[config.mk]
export PLATFORM = sky130hd
export DESIGN_NAME = irqc_top
export DESIGN_NICKNAME = d
export VERILOG_FILES = /design/src/rtl/irqc_pkg.sv /design/src/rtl/irqc_src_reg.sv /design/src/rtl/irqc_bus_dec.sv /design/src/rtl/irqc_pend.sv /design/src/rtl/irqc_top.sv
export SDC_FILE = /design/constraint.sdc
export NUM_CORES = 1
export LEC_CHECK = 0
export BUFFER_PORTS_ARGS = -buffer_cell sky130_fd_sc_hd__clkbuf_2
export CELL_PAD_IN_SITES_DETAIL_PLACEMENT = 1
export CELL_PAD_IN_SITES_GLOBAL_PLACEMENT = 1
export CORE_MARGIN = 2
export CORE_UTILIZATION = 49
export CTS_BUF_LIST = sky130_fd_sc_hd__clkbuf_16
export DETAILED_ROUTE_END_ITERATION = 16
export PLACE_DENSITY = 0.83
export SETUP_SLACK_MARGIN = 0.1
export SYNTH_ARGS = -nofsm -noshare
export SYNTH_HDL_FRONTEND = slang
export SYNTH_HIERARCHICAL = 1
export SYNTH_SLANG_ARGS = --single-unit
export TNS_END_PERCENT = 5
[constraint.sdc]
create_clock -name clk_i -period 3 [get_ports clk_i]
set_input_delay 0.15 -clock clk_i [delete_from_list [all_inputs] [get_ports clk_i]]
set_output_delay 0.15 -clock clk_i [all_outputs]
set_load 0.01 [all_outputs]
[src/rtl/irqc_pkg.sv]
package irqc_pkg;
  localparam int unsigned N_SRC  = 32;
  localparam int unsigned N_TIED = 3;
  localparam int unsigned ADDR_W = 5;

  typedef enum logic [1:0] {
    SZ_BYTE = 2'b00,
    SZ_HALF = 2'b01,
    SZ_WORD = 2'b10,
    SZ_RSVD = 2'b11
  } size_e;

  typedef enum logic [2:0] {
    REG_SRC  = 3'd0,
    REG_NEN  = 3'd1,
    REG_FEN  = 3'd2,
    REG_NPND = 3'd3,
    REG_FPND = 3'd4,
    REG_NONE = 3'd7
  } reg_e;
endpackage

[src/rtl/irqc_src_reg.sv]
module irqc_src_reg #(
  parameter int unsigned N      = 32,
  parameter int unsigned N_TIED = 3
) (
  input  logic         clk_i,
  input  logic         rst_ni,
  input  logic [N-1:0] src_i,
  output logic [N-1:0] src_o
);
  for (genvar i = 0; i < N; i++) begin : g_bit
    if (i < N_TIED) begin : g_tied
      assign src_o[i] = 1'b1;
    end else begin : g_flop
      logic q;
      always_ff @(posedge clk_i or negedge rst_ni) begin
        if (!rst_ni) q <= 1'b0;
        else         q <= src_i[i];
      end
      assign src_o[i] = q;
    end
  end
endmodule

[src/rtl/irqc_bus_dec.sv]
module irqc_bus_dec
  import irqc_pkg::*;
#(
  parameter int unsigned AW = 5
) (
  input  logic          req_i,
  input  logic          we_i,
  input  logic [AW-1:0] addr_i,
  input  logic [1:0]    size_i,
  input  logic          sup_i,
  output reg_e          sel_o,
  output logic          err_o,
  output logic          wr_nen_o,
  output logic          wr_fen_o
);
  localparam int unsigned IW = AW - 2;

  logic [IW-1:0] idx;
  logic          aligned, ro_sel, bad;

  assign idx     = addr_i[AW-1:2];
  assign aligned = (addr_i[1:0] == 2'b00);

  always_comb begin
    unique case (idx)
      IW'(0):  sel_o = REG_SRC;
      IW'(1):  sel_o = REG_NEN;
      IW'(2):  sel_o = REG_FEN;
      IW'(3):  sel_o = REG_NPND;
      IW'(4):  sel_o = REG_FPND;
      default: sel_o = REG_NONE;
    endcase
  end

  assign ro_sel = (sel_o == REG_SRC) || (sel_o == REG_NPND) || (sel_o == REG_FPND);
  assign bad    = !sup_i || (size_i != SZ_WORD) || !aligned ||
                  (sel_o == REG_NONE) || (we_i && ro_sel);

  assign err_o    = req_i && bad;
  assign wr_nen_o = req_i && !bad && we_i && (sel_o == REG_NEN);
  assign wr_fen_o = req_i && !bad && we_i && (sel_o == REG_FEN);
endmodule

[src/rtl/irqc_pend.sv]
module irqc_pend #(
  parameter int unsigned N     = 32,
  parameter int unsigned N_CLS = 2
) (
  input  logic [N-1:0]            src_i,
  input  logic [N_CLS-1:0][N-1:0] en_i,
  output logic [N_CLS-1:0][N-1:0] pend_o,
  output logic [N_CLS-1:0]        irq_o
);
  for (genvar c = 0; c < N_CLS; c++) begin : g_cls
    assign pend_o[c] = src_i & en_i[c];
    assign irq_o[c]  = |pend_o[c];
  end
endmodule

[src/rtl/irqc_top.sv]
module irqc_top
  import irqc_pkg::*;
#(
  parameter int unsigned N  = N_SRC,
  parameter int unsigned NT = N_TIED,
  parameter int unsigned AW = ADDR_W
) (
  input  logic          clk_i,
  input  logic          rst_ni,
  input  logic [N-1:0]  src_i,
  input  logic          req_i,
  input  logic          we_i,
  input  logic [AW-1:0] addr_i,
  input  logic [1:0]    size_i,
  input  logic          sup_i,
  input  logic [N-1:0]  wdata_i,
  output logic [N-1:0]  rdata_o,
  output logic          err_o,
  output logic          irq_norm_o,
  output logic          irq_fast_o
);
  localparam int unsigned C_NRM = 0;
  localparam int unsigned C_FST = 1;

  logic [N-1:0]       src_q, nen_q, fen_q, rd_mux;
  logic [1:0][N-1:0]  en_v, pend_v;
  logic [1:0]         irq_v;
  reg_e               sel;
  logic               dec_err, wr_nen, wr_fen;

  irqc_src_reg #(.N(N), .N_TIED(NT)) u_src (
    .clk_i, .rst_ni, .src_i, .src_o(src_q)
  );

  irqc_bus_dec #(.AW(AW)) u_dec (
    .req_i, .we_i, .addr_i, .size_i, .sup_i,
    .sel_o(sel), .err_o(dec_err), .wr_nen_o(wr_nen), .wr_fen_o(wr_fen)
  );

  always_ff @(posedge clk_i or negedge rst_ni) begin
    if (!rst_ni) begin
      nen_q <= '0;
      fen_q <= '0;
    end else begin
      if (wr_nen) nen_q <= wdata_i;
      if (wr_fen) fen_q <= wdata_i;
    end
  end

  assign en_v[C_NRM] = nen_q;
  assign en_v[C_FST] = fen_q;

  irqc_pend #(.N(N), .N_CLS(2)) u_pend (
    .src_i(src_q), .en_i(en_v), .pend_o(pend_v), .irq_o(irq_v)
  );

  assign irq_norm_o = irq_v[C_NRM];
  assign irq_fast_o = irq_v[C_FST];

  always_comb begin
    unique case (sel)
      REG_SRC:  rd_mux = src_q;
      REG_NEN:  rd_mux = nen_q;
      REG_FEN:  rd_mux = fen_q;
      REG_NPND: rd_mux = pend_v[C_NRM];
      REG_FPND: rd_mux = pend_v[C_FST];
      default:  rd_mux = '0;
    endcase
  end

  // response registered; accepted writes and errors return zero data
  always_ff @(posedge clk_i or negedge rst_ni) begin
    if (!rst_ni) begin
      rdata_o <= '0;
      err_o   <= 1'b0;
    end else begin
      err_o   <= dec_err;
      rdata_o <= (req_i && !dec_err && !we_i) ? rd_mux : '0;
    end
  end

  AST_ERR_NO_WRITE: assert property (@(posedge clk_i) disable iff (!rst_ni)
    (req_i && dec_err) |=> ($stable(nen_q) && $stable(fen_q)));
  AST_ERR_ZERO_DATA: assert property (@(posedge clk_i) disable iff (!rst_ni)
    err_o |-> (rdata_o == '0));
  AST_SIZE_REFUSED: assert property (@(posedge clk_i) disable iff (!rst_ni)
    (req_i && size_i != SZ_WORD) |=> err_o);
  AST_RO_WRITE_REFUSED: assert property (@(posedge clk_i) disable iff (!rst_ni)
    (req_i && we_i && (addr_i[AW-1:2] == 0 || addr_i[AW-1:2] == 3 ||
     addr_i[AW-1:2] == 4)) |=> err_o);
  AST_RSP_AFTER_REQ: assert property (@(posedge clk_i) disable iff (!rst_ni)
    (err_o || rdata_o != '0) |-> $past(req_i));
  AST_NORM_NEEDS_EN: assert property (@(posedge clk_i) disable iff (!rst_ni)
    irq_norm_o |-> (nen_q != '0));
  AST_FAST_NEEDS_EN: assert property (@(posedge clk_i) disable iff (!rst_ni)
    irq_fast_o |-> (fen_q != '0));
  AST_NEN_WRITE: assert property (@(posedge clk_i) disable iff (!rst_ni)
    wr_nen |=> (nen_q == $past(wdata_i)));
  AST_FEN_WRITE: assert property (@(posedge clk_i) disable iff (!rst_ni)
    wr_fen |=> (fen_q == $past(wdata_i)));
endmodule

==> run summary, run 1 <==
synth top area cells = dfrtp_1 46%, mux2_2 9.8%, nand3b_1 7.1%
Synth Area in Simple Gates = 0.169
Data required, critical path = 2850 ps
DIE WIDTH = 123 um
largest area contributor in the netlist = dfrtp_1
drt wl/cell = 22.2 um
H-tree Lvls = 4
PD cells = 504 nW/um^2
Critical Path Start = nen_q[27]$_DFFE_PN0P_
Cell variety after synth = 34
drt pass-1 iters = 5
status = complete, no violations
worst clock skew = 9.46 ps
flops & latches, synth = 126
sink of the worst hold path = err_o$_DFF_PN0_
Hold Path Cell Cnt = 2
Peak supply drop = 496 uV
Worst-Skew Late Latency = 430 ps
Hold Crit Start = req_i
commonest non-fill, non-tap cell in the layout = dfrtp_1
Mapped Cells = 600
leading register cell type out of synthesis = dfrtp_1
Least-Margin Pin Slew = 1170 ps
CTS tree = built
# setup viols final = 0
Diodes inserted = 0
Nets = 802
CTS Buffer Depth = 2
hpwl dp = 12.1 mm
RR Endpoint = rdata_o[22]$_DFF_PN0_
Multi-input gate area = 3170 um^2
I/O pin count = 111
EDFF count, synth = 0
Die H = 123 um
PortBufs = 107
HP Class = in2reg
post-synth top area share = 0.457
Layout Area Growth over Synthesis = 23.8%
Worst EP arrival = 2750 ps
die area = 15000 um^2
overall power = 4.30 mW
drt via density = 5.81
post-synthesis adder-cell area fraction = 0
Storage cell area = 3150 um^2
r2r worst-path depth = 4
Root Buffer = clkbuf_16
post-synthesis compound-gate area fraction = 0.136
largest family of logic cells by synthesized area = simple AND/OR/NAND/NOR gates
starting density of the core = 0.499
layout cells sized above 1 = 0.345
Max Cap Viol = 0
Synth Area in XOR/XNOR = 0
Total GRT Usage = 0.285
Non-Filler Instances = 919
Ys Warns = 6
# DRC = 0
leakage = 4.15 nW
flop2flop setup slack = 1620 ps
Fillers = 1419
crit path capture type = output port
largest net degree at the start of global routing = 66
number of global-route vias before repair = 5993
first-pass GRT wire length = 32.0 mm
Fin Setup TNS = 0 ps
Core ar. = 13800 um^2
Syn Area/Cell = 11.5 um^2
Crit Path Max Fanout = 3
asr flop ratio synth = 1.00
Worst-path clk slew = 60 ps
initial antenna violation count = 0
Starting DRT DRC Count = 340
GP Congestion = 0.789
launch point of the worst reg-to-reg path = u_src/g_bit[22].g_flop.q$_DFF_PN0_
RSZ-0062 raised after global routing = yes
clock sink total = 126
Slew HR = 0.222
cell area after technology mapping = 6900 um^2
gr ovfl total = 0
drt total wl = 20.4 mm
most frequent cells in the layout = 126 x dfrtp_1, 106 x clkbuf_2, 65 x nand3b_1
Final ANT Viol Nets = 0
Slew Viols, Final = 0
total clock buffers created by CTS = 17
register area share after synthesis = 0.457
Worst setup SP type = flop
Fin. Hold Viols = 0
Final min period = 2900 ps
# placed instances = 824
type of the worst setup path = reg2out
final worst path period share = 0.967
upper clock frequency limit = 0.345 GHz
fin util = 0.618
via count = 5339
mux contribution to synthesized area = 0.151
row count = 43
-- where the power goes --
group	internal, mW	total [mW]	switching, mW
clock	1.28	2.06	0.780
combinational	0.209	0.459	0.250
sequential	1.75	1.78	0.0366
-- flip-flops by register name (all words and copies together) (netlist names) --
name / cells
fen_q: 32
nen_q: 32
rdata_o: 32
u_src/g_bit.g_flop.q: 29
err_o: 1
-- critical path, cell delays in order, from the launching register on --
cell	delay, ps
dfrtp_1	390
and2_1	190
or4_1	560
or4_4	530
or4_4	520
clkbuf_2	150
-- metrics by stage --
stage | cell area, um^2 | worst slack, ps | hold slack (ps)
2_1_floorplan | 6910 | 775 | -146
3_3_place_gp | 7330 | 525 | 259
3_5_place_dp | 7330 | 515 | 260
4_1_cts | 8530 | 114 | 16.2
5_1_grt | 8540 | 99.9 | 35.5
6_report | 8540 | 98.0 | 38.7
-- metal layers --
layer  GRT usage  vias to the layer above  part of all wire
li1            -                     2346                 -
met1       0.337                     2783              0.41
met2       0.486                      160              0.51
met3      0.0567                       50             0.038
met4       0.152                        0             0.036
met5           0                        -                 0
-- synthesized netlist by cell type (2+ instances only) --
| cell | n |
|---|---|
| dfrtp_1 | 126 |
| nand3b_1 | 65 |
| and2_1 | 60 |
| mux2_2 | 60 |
| buf_4 | 33 |
| a21oi_1 | 32 |
| mux2i_1 | 32 |
| o21a_1 | 32 |
| inv_1 | 31 |
| o32ai_2 | 29 |
| buf_2 | 24 |
| or4_1 | 18 |
| clkbuf_1 | 15 |
| or2_2 | 8 |
| buf_6 | 5 |
| mux2_1 | 4 |
| a21o_1 | 3 |
| and2_4 | 3 |
| and3b_1 | 2 |
| o21ai_0 | 2 |
| o32ai_1 | 2 |
| or2_1 | 2 |
-- how the worst max path moves through the flow --
stage | slack (ps) | endpoint | cells after the start
6_report | 100 | irq_norm_o | 5
5_1_grt | 100 | irq_fast_o | 5
4_1_cts | 110 | irq_norm_o | 5
3_5_place_dp | 510 | irq_norm_o | 5
3_3_place_gp | 530 | irq_norm_o | 5
2_1_floorplan | 770 | irq_fast_o | 5
-- kinds of logic (layout without fill, tap and decap cells) --
family          Yosys count  after routing
simple gates            167            167
mux                      96             96
compound gates          102            102
flops                   126            126
buf+inv                 108            245
other cells               1              3
-- timing repair --
| action | CTS | global route |
|---|---|---|
| endpoints found under the setup margin | 1 | 2 |
| gates resized for setup | 2 | 0 |
| buffers inserted | 0 | 1 |
| endpoints found under the hold margin | 153 | 0 |
| hold buffers | 62 | 0 |
-- cell type report --
| class | count | share of cell area |
|---|---|---|
| multi-input cells | 368 | 0.372 |
| clock buffers | 17 | 0.0498 |
| inverters | 31 | 0.0136 |
| well taps | 180 | 0.0264 |
| clock inverters | 15 | 0.0180 |
| flip-flops and latches | 126 | 0.369 |
| repair buffers | 182 | 0.151 |
Power figures use the tool's default switching activity.
==> run 2: changes to the inputs <==
--- a/config.mk
+++ b/config.mk
@@ -9,13 +9,12 @@
 export CELL_PAD_IN_SITES_DETAIL_PLACEMENT = 1
 export CELL_PAD_IN_SITES_GLOBAL_PLACEMENT = 1
 export CORE_MARGIN = 2
-export CORE_UTILIZATION = 49
+export CORE_UTILIZATION = 47
 export CTS_BUF_LIST = sky130_fd_sc_hd__clkbuf_16
 export DETAILED_ROUTE_END_ITERATION = 16
-export PLACE_DENSITY = 0.83
+export PLACE_DENSITY = 0.81
 export SETUP_SLACK_MARGIN = 0.1
 export SYNTH_ARGS = -nofsm -noshare
 export SYNTH_HDL_FRONTEND = slang
-export SYNTH_HIERARCHICAL = 1
 export SYNTH_SLANG_ARGS = --single-unit
 export TNS_END_PERCENT = 5
==> run 2 against run 1 <==
Sequential power hardly changed. First-iteration DRC count is 5.0% lower. Clock skew hardly changed. Final area is 12% lower. Die area is 14% lower. Core utilization is 1.6 points higher. Sequential share of layout area is 5.0 points higher. Highest routed layer unchanged. Sequential cell count stayed put. Critical path depth stayed put. Via count is 13% lower. Final cell count is 15% lower.
==> run summary, run 2 <==
Starting DRT DRC Count = 323
Slew HR = 0.485
I/O pin count = 111
post-synth top area share = 0.559
Worst EP arrival = 2310 ps
first-pass GRT wire length = 28.4 mm
sink of the worst hold path = nen_q[24]$_DFFE_PN0P_
Mapped Cells = 460
Total GRT Usage = 0.293
fin util = 0.634
final worst path period share = 0.820
gr ovfl total = 0
PD cells = 584 nW/um^2
Data required, critical path = 2850 ps
hpwl dp = 10.0 mm
PortBufs = 107
Worst-path clk slew = 60 ps
Worst setup SP type = flop
EDFF count, synth = 0
flop2flop setup slack = 1810 ps
DIE WIDTH = 114 um
worst clock skew = 9.77 ps
GP Congestion = 0.796
Root Buffer = clkbuf_16
Slowest Stage Delay on Critical Path = 510 ps
leading register cell type out of synthesis = dfrtp_1
launch point of the worst reg-to-reg path = u_src.g_bit[4].g_flop.q$_DFF_PN0_
CP max-delay cell = or4_1
CTS resizes = 0
most frequent cells in the layout = 126 x dfrtp_1, 105 x clkbuf_2, 63 x mux2_2
Layout Area Growth over Synthesis = 33.2%
flops & latches, synth = 126
CTS Buffer Depth = 2
# DRC = 0
Regs by FF count = fen_q x32, nen_q x32, rdata_o x32
worst hold margin = 10.0 ps
crit path capture type = output port
via count = 4667
Peak supply drop = 554 uV
drt pass-1 iters = 4
synth top area cells = dfrtp_1 56%, mux2_2 13%, mux2i_1 5.1%
# setup viols final = 0
RSZ-0062 raised after global routing = no
die area = 12900 um^2
layout cells sized above 1 = 0.339
Nets = 700
HP Class = in2reg
Fillers = 1205
drt total wl = 18.0 mm
crit path buf inv count = 1
upper clock frequency limit = 0.406 GHz
CTS tree = built
Least-Margin Pin Slew = 773 ps
clock sink total = 126
Final min period = 2460 ps
Post-Syn Nets = 536
number of global-route vias before repair = 5328
leakage = 3.66 nW
Max Cap Viol = 0
Core ar. = 11900 um^2
register area share after synthesis = 0.559
Final ANT Viol Nets = 0
drt via density = 5.95
commonest non-fill, non-tap cell in the layout = dfrtp_1
cell area after technology mapping = 5650 um^2
largest net degree at the start of global routing = 65
cell-by-cell trace of the critical path = a22o_1, a221oi_1, nand3_1, or4_1, clkbuf_2
status = complete, no violations
Worst-Skew Late Latency = 430 ps
Die H = 114 um
Crit Path Max Fanout = 4
largest area contributor in the netlist = dfrtp_1
Post-Place Setup Slack = 904 ps
H-tree Lvls = 4
Critical Path Start = nen_q[21]$_DFFE_PN0P_
r2r worst-path depth = 3
Slew Viols, Final = 0
synth cell count leaders = 126 x dfrtp_1, 63 x mux2_2, 35 x nand2_1, 31 x nor2_1
asr flop ratio synth = 1.00
Fin. Hold Viols = 0
Syn Area/Cell = 12.3 um^2
Cell variety after synth = 37
type of the worst setup path = reg2out
setup slack after layout = 540 ps
RR Endpoint = rdata_o[4]$_DFF_PN0_
drt wl/cell = 22.9 um
Hold-fix buffers, CTS = 60
count leader, synth = dfrtp_1
Crit path max-delay family = compound AO/OA/AOI/OAI gates
Hold Path Cell Cnt = 2
total clock buffers created by CTS = 17
overall power = 4.39 mW
Hold Crit Start = wdata_i[24]
starting density of the core = 0.476
initial antenna violation count = 0
Worst path depth = 5
Fin Setup TNS = 0 ps
Diodes inserted = 0
Post-CTS Setup Bufs = 0
row count = 40
Ys Warns = 0
[run 2: cell count changes after synthesis, sizes merged, moves of 30 or more]
cell    previous run  this run
nand3b            65         0
and2              64         3
buf               62        20
nand2              1        35
o32ai             31         0
nor2               1        31
[run 2: routing by layer]
layer,part of all wire,GRT usage,vias to the layer above,wire [um]
met4,0.029,0.142,0,524
met5,0,0,-,0
met3,0.047,0.0776,38,838
li1,-,-,2052,-
met1,0.40,0.326,2407,7180
met2,0.52,0.520,170,9420
[run 2: worst reg2reg max path, stage by stage (launching register included)]
cell	delay, ps
dfrtp_1	460
mux2i_1	250
o22ai_1	140
o21a_1	230
[run 2: power by group]
group	total, mW	internal, mW	leakage (nW)	switching, mW
clock	2.24	1.45	0.311	0.785
combinational	0.360	0.166	1.67	0.194
sequential	1.79	1.74	1.69	0.0494
[run 2: how the worst max path moves through the flow]
| stage | endpoint | slack, ps |
|---|---|---|
| finish | irq_norm_o | 540 |
| global route | irq_norm_o | 460 |
| CTS | irq_norm_o | 570 |
| detailed placement | nen_q[6]$_DFFE_PN0P_ | 900 |
| global placement | nen_q[6]$_DFFE_PN0P_ | 980 |
| floorplan | irq_norm_o | 1400 |
[run 2: area by class of cell]
cell class | instances | area, um^2 | share of cell area
sequential | 126 | 3150 | 0.419
multi-input combinational | 298 | 2320 | 0.308
timing repair buffer | 177 | 1230 | 0.163
clock buffer | 17 | 425 | 0.0566
clock inverter | 15 | 200 | 0.0266
tap | 147 | 184 | 0.0245
inverter | 4 | 15.0 | 0.00200
[run 2: stage by stage]
step	cell area, um^2	cells
floorplan	5650	460
global placement	6300	692
detailed placement	6300	692
CTS	7520	784
global route	7520	784
finish	7520	784
[run 2: cells by family (layout without fill, tap and decap cells)]
group                    Yosys count  in the layout  synth area share
multiplexers                      93             93             0.180
AO/OA/AOI/OAI                    110            110             0.149
AND/OR/NAND/NOR                   92             92            0.0754
buffers and inverters             36            213            0.0321
adder cells (fa/ha/maj)            3              3           0.00532
flip-flops                       126            126             0.559
==> run 3: changes to the inputs <==
--- a/config.mk
+++ b/config.mk
@@ -5,14 +5,15 @@
 export SDC_FILE = /design/constraint.sdc
 export NUM_CORES = 1
 export LEC_CHECK = 0
+export ABC_AREA = 1
 export BUFFER_PORTS_ARGS = -buffer_cell sky130_fd_sc_hd__clkbuf_2
 export CELL_PAD_IN_SITES_DETAIL_PLACEMENT = 1
 export CELL_PAD_IN_SITES_GLOBAL_PLACEMENT = 1
 export CORE_MARGIN = 2
-export CORE_UTILIZATION = 47
+export CORE_UTILIZATION = 37
 export CTS_BUF_LIST = sky130_fd_sc_hd__clkbuf_16
 export DETAILED_ROUTE_END_ITERATION = 16
-export PLACE_DENSITY = 0.81
+export PLACE_DENSITY = 0.74
 export SETUP_SLACK_MARGIN = 0.1
 export SYNTH_ARGS = -nofsm -noshare
 export SYNTH_HDL_FRONTEND = slang
==> constraint.sdc (replaced) <==
create_clock -name clk_i -period 2 [get_ports clk_i]
set_input_delay 0.1 -clock clk_i [delete_from_list [all_inputs] [get_ports clk_i]]
set_output_delay 0.1 -clock clk_i [all_outputs]
set_load 0.01 [all_outputs]
==> run 3 against run 2 <==
Global-route usage fell by 3.8 points. Largest power group unchanged. Via count rose by 20%. Final area rose by 1.9%. Synthesized cell count rose by 48%. Register-to-register slack got worse by 940 ps. Area after synthesis fell by 0.78%. Highest routed layer unchanged.
==> run summary, run 3 <==
flops & latches, synth = 126
post-synth top area share = 0.563
largest net degree at the start of global routing = 65
leakage = 3.88 nW
Die H = 127 um
Worst setup SP type = flop
met1 Use GR = 0.304
drt pass-1 iters = 5
initial antenna violation count = 0
crit path capture type = output port
RR Endpoint = rdata_o[24]$_DFF_PN0_
worst hold margin = 93.2 ps
Diodes inserted = 0
asr flop ratio synth = 1.00
drt wl/cell = 18.6 um
post-synthesis compound-gate area fraction = 0.0882
met3 Track Usage GR = 0.0553
sink of the worst hold path = rdata_o[3]$_DFF_PN0_
I/O pin count = 111
Post-Place Setup Slack = 407 ps
RSZ-0062 raised after global routing = no
starting density of the core = 0.383
via count = 5598
first-pass GRT wire length = 31.3 mm
clock sink total = 126
Comb power frac = 0.076
mux contribution to synthesized area = 0
Regs by FF count = fen_q x32, nen_q x32, rdata_o x32
PortBufs = 107
Ys Warns = 0
Synth Area in XOR/XNOR = 0
Slew Viols, Final = 0
Total GRT Usage = 0.255
Psw = 1.50 mW
die area = 16100 um^2
synth cell count leaders = 270 x nand2_1, 126 x dfrtp_1, 74 x nand3_1, 40 x nor2_1, 39 x a21oi_1
Least-Margin Pin Slew = 569 ps
DIE WIDTH = 127 um
Slew HR = 0.619
Synth Area in Simple Gates = 0.303
cell area after technology mapping = 5600 um^2
leading register cell type out of synthesis = dfrtp_1
Cell variety after synth = 20
HP Class = in2reg
met2 usage = 0.450
EDFF count, synth = 0
post-route cell area = 7670 um^2
type of the worst setup path = reg2out
number of global-route vias before repair = 6035
Final min period = 1810 ps
CTS Buffer Depth = 2
Root Buffer = clkbuf_16
largest area contributor in the netlist = dfrtp_1
Worst-Skew Late Latency = 430 ps
GP Congestion = 0.827
layer with the highest usage = met2
drt total wl = 19.6 mm
Hold Path Cell Cnt = 4
CTS tree = built
count leader, synth = nand2_1
largest family of logic cells by synthesized area = simple AND/OR/NAND/NOR gates
final worst path period share = 0.903
Mapped Cells = 682
Core ar. = 14600 um^2
gr ovfl total = 0
Worst-path clk slew = 60 ps
Final ANT Viol Nets = 0
commonest non-fill, non-tap cell in the layout = nand2_1
Layout Area Growth over Synthesis = 36.9%
row count = 44
# DRC = 0
Seq pwr share = 0.423
Pint = 4.76 mW
hpwl dp = 12.4 mm
Worst EP arrival = 1710 ps
setup slack after layout = 193 ps
Hold Crit Start = addr_i[3]
total clock buffers created by CTS = 17
layout cells sized above 1 = 0.191
Crit Path Max Fanout = 3
clock power share = 0.500
Nets = 933
synth top area cells = dfrtp_1 56%, nand2_1 18%, nand3_1 6.6%
# setup viols final = 0
status = complete, no violations
Fin. Hold Viols = 0
Fin Setup TNS = 0 ps
drt via density = 5.32
most frequent cells in the layout = 270 x nand2_1, 126 x dfrtp_1, 106 x clkbuf_2
Switching Share = 0.240
worst clock skew = 8.57 ps
r2r worst-path depth = 4
post-synthesis adder-cell area fraction = 0
Max Cap Viol = 0
Post-Syn Nets = 758
launch point of the worst reg-to-reg path = u_src.g_bit[24].g_flop.q$_DFF_PN0_
register area share after synthesis = 0.563
Starting DRT DRC Count = 386
PD cells = 817 nW/um^2
flop2flop setup slack = 870 ps
placed inst area = 6440 um^2
Data required, critical path = 1900 ps
H-tree Lvls = 4
Peak supply drop = 678 uV
Post-CTS Setup Bufs = 0
Syn Area/Cell = 8.21 um^2
upper clock frequency limit = 0.554 GHz
==> run 3: cell types whose count changed after synthesis, sizes merged, moves of 29 or more <==
cell / change
nand3: +69
nand2: +235
a32oi: -29
o21ai: +32
mux2: -64
mux2i: -29
a21oi: +36
o21a: -29
==> run 3: metal layers <==
metal / vias up / share of wire
li1: 2591 / -
met1: 2795 / 0.41
met2: 175 / 0.51
met3: 37 / 0.049
met4: 0 / 0.025
met5: - / 0
==> run 3: power by group through the flow <==
| stage | Sequential [mW] | Clock (mW) | Combinational [mW] |
|---|---|---|---|
| finish | 2.65 | 3.13 | 0.478 |
| global route | 2.66 | 3.28 | 0.524 |
| CTS | 2.65 | 3.19 | 0.477 |
| detailed placement | 2.70 | 0 | 0.377 |
| global placement | 2.69 | 0 | 0.363 |
| floorplan | 2.68 | 0 | 0.136 |
==> run 3: worst max-delay path: stages (launching register included) <==
cell and delay [ps]:
dfrtp_1 400, nor2_1 150, nand3_1 140, nor3_2 270, nand3_1 160, clkbuf_2 170
==> run 3: area by class of cell <==
cell class	instances	area [um^2]
fill	1764	6980
sequential	126	3150
multi-input combinational	499	2200
timing repair buffer	190	1410
clock buffer	17	425
tap	184	230
clock inverter	14	169
inverter	23	86.3
==> run 3: logic make-up after synthesis <==
group,Yosys count
AOI/OAI and AO/OA,93
buffers and inverters,57
DFF,126
and+or+nand+nor,406
==> run 3: worst max-delay path by stage <==
| stage | from | end | slack [ps] | depth (start not counted) |
|---|---|---|---|---|
| after detailed placement | addr_i[4] | rdata_o[14]$_DFF_PN0_ | 410 | 9 |
| after global placement | addr_i[4] | rdata_o[14]$_DFF_PN0_ | 420 | 9 |
| after CTS | fen_q[2]$_DFFE_PN0P_ | irq_fast_o | 200 | 5 |
| after global routing | fen_q[2]$_DFFE_PN0P_ | irq_fast_o | 120 | 5 |
| final | fen_q[2]$_DFFE_PN0P_ | irq_fast_o | 190 | 5 |
| after floorplan | addr_i[1] | fen_q[23]$_DFFE_PN0P_ | 910 | 9 |
==> run 3: timing repair <==
action,in CTS,in global routing
endpoints found under the hold margin,130,0
resized for setup,1,0
setup endpoints to repair,1,0
hold buffers,63,0
==> run 3: through the flow <==
step,instances,utilization,power [mW]
after floorplan,682,-,2.82
after global placement,959,0.440,3.05
after detailed placement,959,0.440,3.07
after CTS,1053,0.524,6.31
after global routing,1053,0.524,6.46
final,1053,0.524,6.26
